`config.mk`:
```
export PLATFORM = sky130hd
export DESIGN_NAME = irq_trig_front
export DESIGN_NICKNAME = d
export VERILOG_FILES = /design/src/rtl/irq_trig_pkg.sv /design/src/rtl/trig_cfg_regs.sv /design/src/rtl/trig_cond.sv /design/src/rtl/trig_readmux.sv /design/src/rtl/irq_trig_front.sv
export SDC_FILE = /design/constraint.sdc
export NUM_CORES = 1
export LEC_CHECK = 0
export BUFFER_PORTS_ARGS = -buffer_cell sky130_fd_sc_hd__buf_2
export CORE_MARGIN = 2
export CORE_UTILIZATION = 50
export CTS_BUF_LIST = sky130_fd_sc_hd__clkbuf_4 sky130_fd_sc_hd__clkbuf_8
export DETAILED_ROUTE_END_ITERATION = 8
export PLACE_DENSITY = 0.78
export SYNTH_ARGS = -nofsm -noshare
export SYNTH_HDL_FRONTEND = slang
export SYNTH_SLANG_ARGS = --single-unit
```
`constraint.sdc`:
```
create_clock -name clk -period 3.3 [get_ports clk]
set_clock_uncertainty 0.15 [all_clocks]
set_input_delay 0.99 -clock clk [delete_from_list [all_inputs] [get_ports clk]]
set_output_delay 0.99 -clock clk [all_outputs]
set_load 0.005 [all_outputs]
```
`src/rtl/irq_trig_pkg.sv`:
```
package irq_trig_pkg;
  localparam int unsigned WORD_W         = 32;
  localparam int unsigned SGI_COUNT      = 16;
  localparam int unsigned PPI_COUNT      = 7;
  localparam int unsigned PPI_FIRST_ID   = 25;
  localparam int unsigned SHARED_BASE_ID = 32;
  localparam int unsigned MAX_SHARED     = 224;
  localparam int unsigned CFG_WORDS      = 16;
  localparam int unsigned FLD_PER_WORD   = 16;

  // lines 0..5 are active-low, line 6 active-high
  localparam logic [PPI_COUNT-1:0] PPI_ACT_LOW = 7'b011_1111;

  localparam logic [5:0] PPI_STAT_WA = 6'd32;
  localparam logic [5:0] SPI_STAT_WA = 6'd40;

  localparam logic [1:0] CODE_EDGE_FIXED  = 2'b10;
  localparam logic [1:0] CODE_LEVEL_FIXED = 2'b01;
  localparam logic [1:0] CODE_ABSENT      = 2'b00;

  typedef enum logic [1:0] {
    RG_CFG,
    RG_PPI_STAT,
    RG_SPI_STAT,
    RG_NONE
  } reg_grp_e;
endpackage

```
`src/rtl/trig_cfg_regs.sv`:
```
module trig_cfg_regs
  import irq_trig_pkg::*;
#(
  parameter int unsigned N_SHARED = 40,
  parameter int unsigned N_LOCK   = 12
) (
  input  logic                clk,
  input  logic                rst_n,
  input  logic                wr_en,
  input  logic [5:0]          addr,
  input  logic [WORD_W-1:0]   wdata,
  input  logic                cfg_lock,
  output logic [N_SHARED-1:0] mode_hi
);
  // even bits of each field are read-only; fold them away
  logic unused_wdata;
  assign unused_wdata = ^wdata;

  for (genvar g = 0; g < N_SHARED; g++) begin : g_line
    localparam int unsigned WA  = 2 + g / FLD_PER_WORD;
    localparam int unsigned FB  = 2 * (g % FLD_PER_WORD) + 1;
    localparam bit          LCK = (g < N_LOCK);
    logic hit;
    logic bit_q;
    if (LCK) begin : g_lockable
      assign hit = wr_en && (addr == 6'(WA)) && !cfg_lock;
    end else begin : g_free
      assign hit = wr_en && (addr == 6'(WA));
    end
    always_ff @(posedge clk or negedge rst_n) begin
      if (!rst_n)   bit_q <= 1'b0;
      else if (hit) bit_q <= wdata[FB];
    end
    assign mode_hi[g] = bit_q;
  end
endmodule

```
`src/rtl/trig_cond.sv`:
```
module trig_cond
  import irq_trig_pkg::*;
#(
  parameter int unsigned N_SHARED = 40
) (
  input  logic                               clk,
  input  logic                               rst_n,
  input  logic [SGI_COUNT-1:0]               sgi_in,
  input  logic [PPI_COUNT-1:0]               ppi_in,
  input  logic [N_SHARED-1:0]                spi_in,
  input  logic [N_SHARED-1:0]                mode_hi,
  output logic [SHARED_BASE_ID+N_SHARED-1:0] evt
);
  localparam int unsigned NUM_ID = SHARED_BASE_ID + N_SHARED;

  logic [NUM_ID-1:0] cond;
  logic [NUM_ID-1:0] edge_sel;
  logic [NUM_ID-1:0] cur_q;
  logic [NUM_ID-1:0] prev_q;

  always_comb begin
    cond = '0;
    cond[SGI_COUNT-1:0]               = sgi_in;
    cond[PPI_FIRST_ID +: PPI_COUNT]   = ppi_in ^ PPI_ACT_LOW;
    cond[SHARED_BASE_ID +: N_SHARED]  = spi_in;
  end

  for (genvar id = 0; id < NUM_ID; id++) begin : g_sel
    if (id < SGI_COUNT) begin : g_sgi
      assign edge_sel[id] = 1'b1;
    end else if (id < SHARED_BASE_ID) begin : g_priv
      assign edge_sel[id] = 1'b0;
    end else begin : g_shr
      assign edge_sel[id] = mode_hi[id - SHARED_BASE_ID];
    end
  end

  always_ff @(posedge clk or negedge rst_n) begin
    if (!rst_n) begin
      cur_q  <= '0;
      prev_q <= '0;
    end else begin
      cur_q  <= cond;
      prev_q <= cur_q;
    end
  end

  // edge lines mask out a sample that was already high last cycle
  assign evt = cur_q & ~(prev_q & edge_sel);
endmodule

```
`src/rtl/trig_readmux.sv`:
```
module trig_readmux
  import irq_trig_pkg::*;
#(
  parameter int unsigned N_SHARED = 40
) (
  input  logic                clk,
  input  logic                rst_n,
  input  logic                rd_en,
  input  logic [5:0]          addr,
  input  logic [N_SHARED-1:0] mode_hi,
  input  logic [PPI_COUNT-1:0] ppi_in,
  input  logic [N_SHARED-1:0] spi_in,
  output logic [WORD_W-1:0]   rdata,
  output logic                rvalid
);
  localparam int unsigned CFG_BITS = CFG_WORDS * WORD_W;

  logic [CFG_BITS-1:0]   cfg_flat;
  logic [MAX_SHARED-1:0] spi_pad;
  logic [WORD_W-1:0]     word_sel;
  reg_grp_e              grp;

  assign spi_pad = MAX_SHARED'(spi_in);

  for (genvar k = 0; k < CFG_WORDS; k++) begin : g_word
    for (genvar j = 0; j < FLD_PER_WORD; j++) begin : g_fld
      localparam int unsigned ID = k * FLD_PER_WORD + j;
      localparam int unsigned LO = k * WORD_W + 2 * j;
      if (ID < SGI_COUNT) begin : g_sgi
        assign cfg_flat[LO +: 2] = CODE_EDGE_FIXED;
      end else if (ID >= PPI_FIRST_ID && ID < SHARED_BASE_ID) begin : g_ppi
        assign cfg_flat[LO +: 2] = CODE_LEVEL_FIXED;
      end else if (ID >= SHARED_BASE_ID && ID < SHARED_BASE_ID + N_SHARED) begin : g_shr
        assign cfg_flat[LO +: 2] = {mode_hi[ID - SHARED_BASE_ID], 1'b1};
      end else begin : g_none
        assign cfg_flat[LO +: 2] = CODE_ABSENT;
      end
    end
  end

  always_comb begin
    grp = RG_NONE;
    if (addr[5:4] == 2'b00)                                     grp = RG_CFG;
    else if (addr == PPI_STAT_WA)                               grp = RG_PPI_STAT;
    else if (addr[5:3] == SPI_STAT_WA[5:3] && addr[2:0] != 3'b111) grp = RG_SPI_STAT;
  end

  always_comb begin
    unique case (grp)
      RG_CFG:      word_sel = cfg_flat[{addr[3:0], 5'b0} +: WORD_W];
      RG_PPI_STAT: word_sel = {16'b0, ppi_in, 9'b0};
      RG_SPI_STAT: word_sel = spi_pad[{addr[2:0], 5'b0} +: WORD_W];
      default:     word_sel = '0;
    endcase
  end

  always_ff @(posedge clk or negedge rst_n) begin
    if (!rst_n) begin
      rdata  <= '0;
      rvalid <= 1'b0;
    end else begin
      rvalid <= rd_en;
      rdata  <= rd_en ? word_sel : '0;
    end
  end
endmodule

```
`src/rtl/irq_trig_front.sv`:
```
module irq_trig_front
  import irq_trig_pkg::*;
#(
  parameter int unsigned N_SHARED = 40,
  parameter int unsigned N_LOCK   = 12
) (
  input  logic                               clk,
  input  logic                               rst_n,
  input  logic                               wr_en,
  input  logic                               rd_en,
  input  logic [5:0]                         addr,
  input  logic [31:0]                        wdata,
  output logic [31:0]                        rdata,
  output logic                               rvalid,
  input  logic                               cfg_lock,
  input  logic [15:0]                        sgi_in,
  input  logic [6:0]                         ppi_in,
  input  logic [N_SHARED-1:0]                spi_in,
  output logic [SHARED_BASE_ID+N_SHARED-1:0] evt
);
  logic [N_SHARED-1:0] mode_hi;

  trig_cfg_regs #(.N_SHARED(N_SHARED), .N_LOCK(N_LOCK)) u_cfg (
    .clk      (clk),
    .rst_n    (rst_n),
    .wr_en    (wr_en),
    .addr     (addr),
    .wdata    (wdata),
    .cfg_lock (cfg_lock),
    .mode_hi  (mode_hi)
  );

  trig_cond #(.N_SHARED(N_SHARED)) u_cond (
    .clk     (clk),
    .rst_n   (rst_n),
    .sgi_in  (sgi_in),
    .ppi_in  (ppi_in),
    .spi_in  (spi_in),
    .mode_hi (mode_hi),
    .evt     (evt)
  );

  trig_readmux #(.N_SHARED(N_SHARED)) u_rd (
    .clk     (clk),
    .rst_n   (rst_n),
    .rd_en   (rd_en),
    .addr    (addr),
    .mode_hi (mode_hi),
    .ppi_in  (ppi_in),
    .spi_in  (spi_in),
    .rdata   (rdata),
    .rvalid  (rvalid)
  );
endmodule

```
==> results.md <==
| Group | Result | This run |
|---|---|---|
| critical path | Kind of cell adding the most delay to the critical path | flip-flops |
| floorplanning | Number of top-level pins | 211 |
| critical path | Cell chain of the critical path | a21boi_0, buf_2 |
| synthesis | Mean area per synthesized cell | 14.16 sq um |
| critical path | Setup Crit Path Kind | reg2out |
| synthesis | Most common library cells after synthesis | sky130_fd_sc_hd__dfrtp_1, sky130_fd_sc_hd__nand2_1, sky130_fd_sc_hd__a21boi_0 |
| placement | Final Wtd Congestion | 0.8707 |
| sta | Pin slew with the least headroom to its limit | 755.4 ps |
| cts | Clock-pin transition on the worst setup and hold timing paths | 90 ps |
| sta | Final worst-path cycle share | 74.09% |
| synthesis | EDFF count, synth | 0 |
| cts | Clock latency reported for the late side of the worst-skew pair | 460 ps |
| synthesis | Area fraction of the dominant cell type after synthesis | 70.55% |
| floorplanning | Die area | 14570 sq um |
| cts | Clock root buffer | sky130_fd_sc_hd__clkbuf_8 |
| drt | DRT Pass-1 Iters | 4 |
| synthesis | Unique masters post-synth | 36 |
| synthesis | Warning count from the yosys run | 0 |
| sta | Headroom to the max-slew limit | 49.30% |
| cts | Hold-fix buffers at CTS | 0 |
| sta | Fmax | 409.0 MHz |
| cts | H-tree depth reported by CTS | 4 |
| floorplanning | Chip width | 120.7 microns |
| sta | Post-route setup TNS | 0 ps |
| cts | TritonCTS Sinks | 192 |
| sta | Final Hold Violating Endpoints | 0 |
| global route | Wire length of the first global-routing pass | 24920 microns |
| sta | Final max-slew violation count | 0 |
| synthesis | Async set-or-reset flop fraction in the synthesized netlist | 100.0% |
| synthesis | Cell types with the largest area share after synthesis | sky130_fd_sc_hd__dfrtp_1, sky130_fd_sc_hd__mux2_2, sky130_fd_sc_hd__a21boi_0 |
| drt | Vias | 4472 |
| critical path | Largest stage delay on the critical path | 410 ps |
| pwr | Worst voltage drop across the vdd grid | 0.4202 mV |
| synthesis | Post-synthesis instance area | 6810 sq um |
| cts | Number of CTS-inserted buffers | 17 |
| pwr | Leakage power of the design | 4.146 nW |
| drt | Detailed-route wire length | 15970 microns |
| sta | Setup-violating endpoint count in the final report | 0 |
| synthesis | Cell type with the largest total area after synthesis | sky130_fd_sc_hd__dfrtp_1 |
| critical path | Biggest fanout along the worst timing path | 3 |
| cts | Number of instances resized during post-cts repair | 0 |
| placement | HPWL after DPL | 11390 microns |
| cts | Setup fix buffers added after clock tree synthesis | 0 |
| placement | IO buf count | 185 |
| global route | Total gr overflow | 0 |
| drt | Remaining antenna violation count after routing | 0 |
| drt | Routed via count divided by cell count | 5.200 |
| global route | Largest net degree at the start of global routing | 69 |
| synthesis | #FFs+latches synth | 192 |
| floorplanning | Die extent in y | 120.7 microns |
| finish | # diodes | 0 |
| critical path | Kind of end point of the critical path | output pin |
| synthesis | Post-Syn Instances | 481 |
| drt | Number of violations reported at the end of detailed-routing iteration 0 | 266 |
| critical path | CP max stage cell | sky130_fd_sc_hd__dfrtp_1 |
| synthesis | Dominant cell by count in the synthesized netlist | sky130_fd_sc_hd__dfrtp_1 |
| synthesis | Proportion of synthesized chip area in sequential cells | 70.55% |
| drt | DR WL/cell | 18.57 microns |
| finish | Final layout net count | 777 |
| cts | Clock tree from TritonCTS | done |
| sta | Worst hold-check slack | 221.5 ps |
| min path | Hold/Removal Path Class | reg2reg |
| floorplanning | Initial cell density of the core | 51.22% |
| global route | Initial antenna violation count | 0 |
| global route | Total track usage | 22.97% |
| floorplanning | Std-Cell Core Area | 13300 sq um |
| sta | Minimum clock period after layout | 2445 ps |
| critical path | Buf+Inv Stages, Crit Path | 1 |
| global route | Number of global-route vias before repair | 4745 |
| critical path | Arrival time worst endpoint | 1300 ps |
| finish | Area growth syn-to-layout | 22.49% |
| pwr | Pwr per Cell Area | 536.1 nW/um^2 |
| critical path | Worst Path Required | 2160 ps |
| sta | RSZ-0062 raised after global routing | no |
| run status | Result of the run | finished clean |
| critical path | Slack of the worst reg-to-reg path | 1890 ps |
| floorplanning | Core Rows | 42 |
| flow run | Max-capacitance violation count | 0 |
| critical path | Setup crit start kind | flop |
| drt | Final routed DRC violation total | 0 |
| synthesis | Leading register cell type out of synthesis | sky130_fd_sc_hd__dfrtp_1 |
| finish | Share of final-layout standard cells stronger than drive strength 1 | 41.08% |
| cts | Maximum buffer depth of the clock tree | 2 |
==> flip-flops by register name, summed over array words and instances (netlist names) <==
| signal | cells |
|---|---|
| u_cfg.g_line.bit_q | 40 |
| u_cond.cur_q | 63 |
| u_cond.prev_q | 56 |
| u_rd.rdata | 32 |
| u_rd.rvalid | 1 |
==> layout by cell type, fill, tap and decap left out, types with 4 or more instances in the layout <==
cell type / netlist / routed
sky130_fd_sc_hd__buf_2: 4 / 184
sky130_fd_sc_hd__mux2_4: 10 / 10
sky130_fd_sc_hd__nor2b_1: 16 / 16
sky130_fd_sc_hd__o32a_1: 4 / 4
sky130_fd_sc_hd__dfrtp_1: 192 / 192
sky130_fd_sc_hd__a22oi_1: 5 / 5
sky130_fd_sc_hd__buf_4: 16 / 12
sky130_fd_sc_hd__clkbuf_8: 0 / 22
sky130_fd_sc_hd__a21boi_0: 41 / 41
sky130_fd_sc_hd__nand2_1: 51 / 51
sky130_fd_sc_hd__a21oi_1: 32 / 32
sky130_fd_sc_hd__mux2_2: 35 / 35
sky130_fd_sc_hd__o211ai_1: 8 / 8
sky130_fd_sc_hd__inv_1: 7 / 7
sky130_fd_sc_hd__conb_1: 1 / 9
sky130_fd_sc_hd__or3_1: 5 / 5
sky130_fd_sc_hd__o2bb2ai_1: 8 / 8
sky130_fd_sc_hd__mux2i_1: 4 / 4
sky130_fd_sc_hd__nor2_1: 7 / 7
==> metal layers <==
layer  vias to the layer above  part of all wire [%]  track usage [%]
met2                       171                    49            36.55
li1                       2027                     -                -
met5                         -                     0                0
met1                      2251                    43            29.47
met4                         0                   1.8            9.375
met3                        23                   6.5            7.123
==> per-stage QoR <==
stage	area, sq um	utilization (%)	total power [mW]	std cells	setup WS (ps)
finish	8342	62.74	4.472	860	855.2
global route	8342	62.74	4.678	860	791.4
CTS	8342	62.74	4.518	860	844.8
detailed placement	7931	59.66	2.985	828	472.2
global placement	7931	59.66	2.959	828	534.2
floorplan	6840	-	2.758	489	695.6
==> final timing paths <==
kind                                      to  cells after the start              startpoint
hold / removal             u_cond.prev_q[57]                      0        u_cond.cur_q[57]
setup reg to reg              u_rd.rdata[13]                      4  u_cfg.g_line[22].bit_q
max in group asynchronous   u_cond.prev_q[9]                      2                   rst_n
hold reg to reg            u_cond.prev_q[57]                      0        u_cond.cur_q[57]
setup / recovery                     evt[32]                      2   u_cfg.g_line[0].bit_q
min in group asynchronous   u_cond.cur_q[62]                      1                   rst_n
==> cell type report <==
cell class	instances	area [sq um]
clock inverters	9	106.4
repair buffers	199	1065
clock buffers	23	304.0
multi-input cells	253	1812
flip-flops and latches	192	4805
fillers	1030	4954
well taps	176	220.2
inverters	8	30.03
==> logic make-up after synthesis <==
logic type | Yosys count | share of synthesized area [%]
AOI/OAI and AO/OA | 104 | 10.49
buffers and inverters | 44 | 3.509
DFF | 192 | 70.55
muxes | 49 | 8.580
other | 1 | 0.05506
and+or+nand+nor | 91 | 6.816
==> power by group <==
group          internal [mW]  total (mW)  switching, mW  leakage [nW]
clock network          0.768        1.54          0.770         0.205
registers               2.48        2.56         0.0781          2.38
logic                  0.177       0.371          0.194          1.56
total                   3.43        4.47           1.04          4.15
Note: power is estimated with default switching activity, not from simulation.
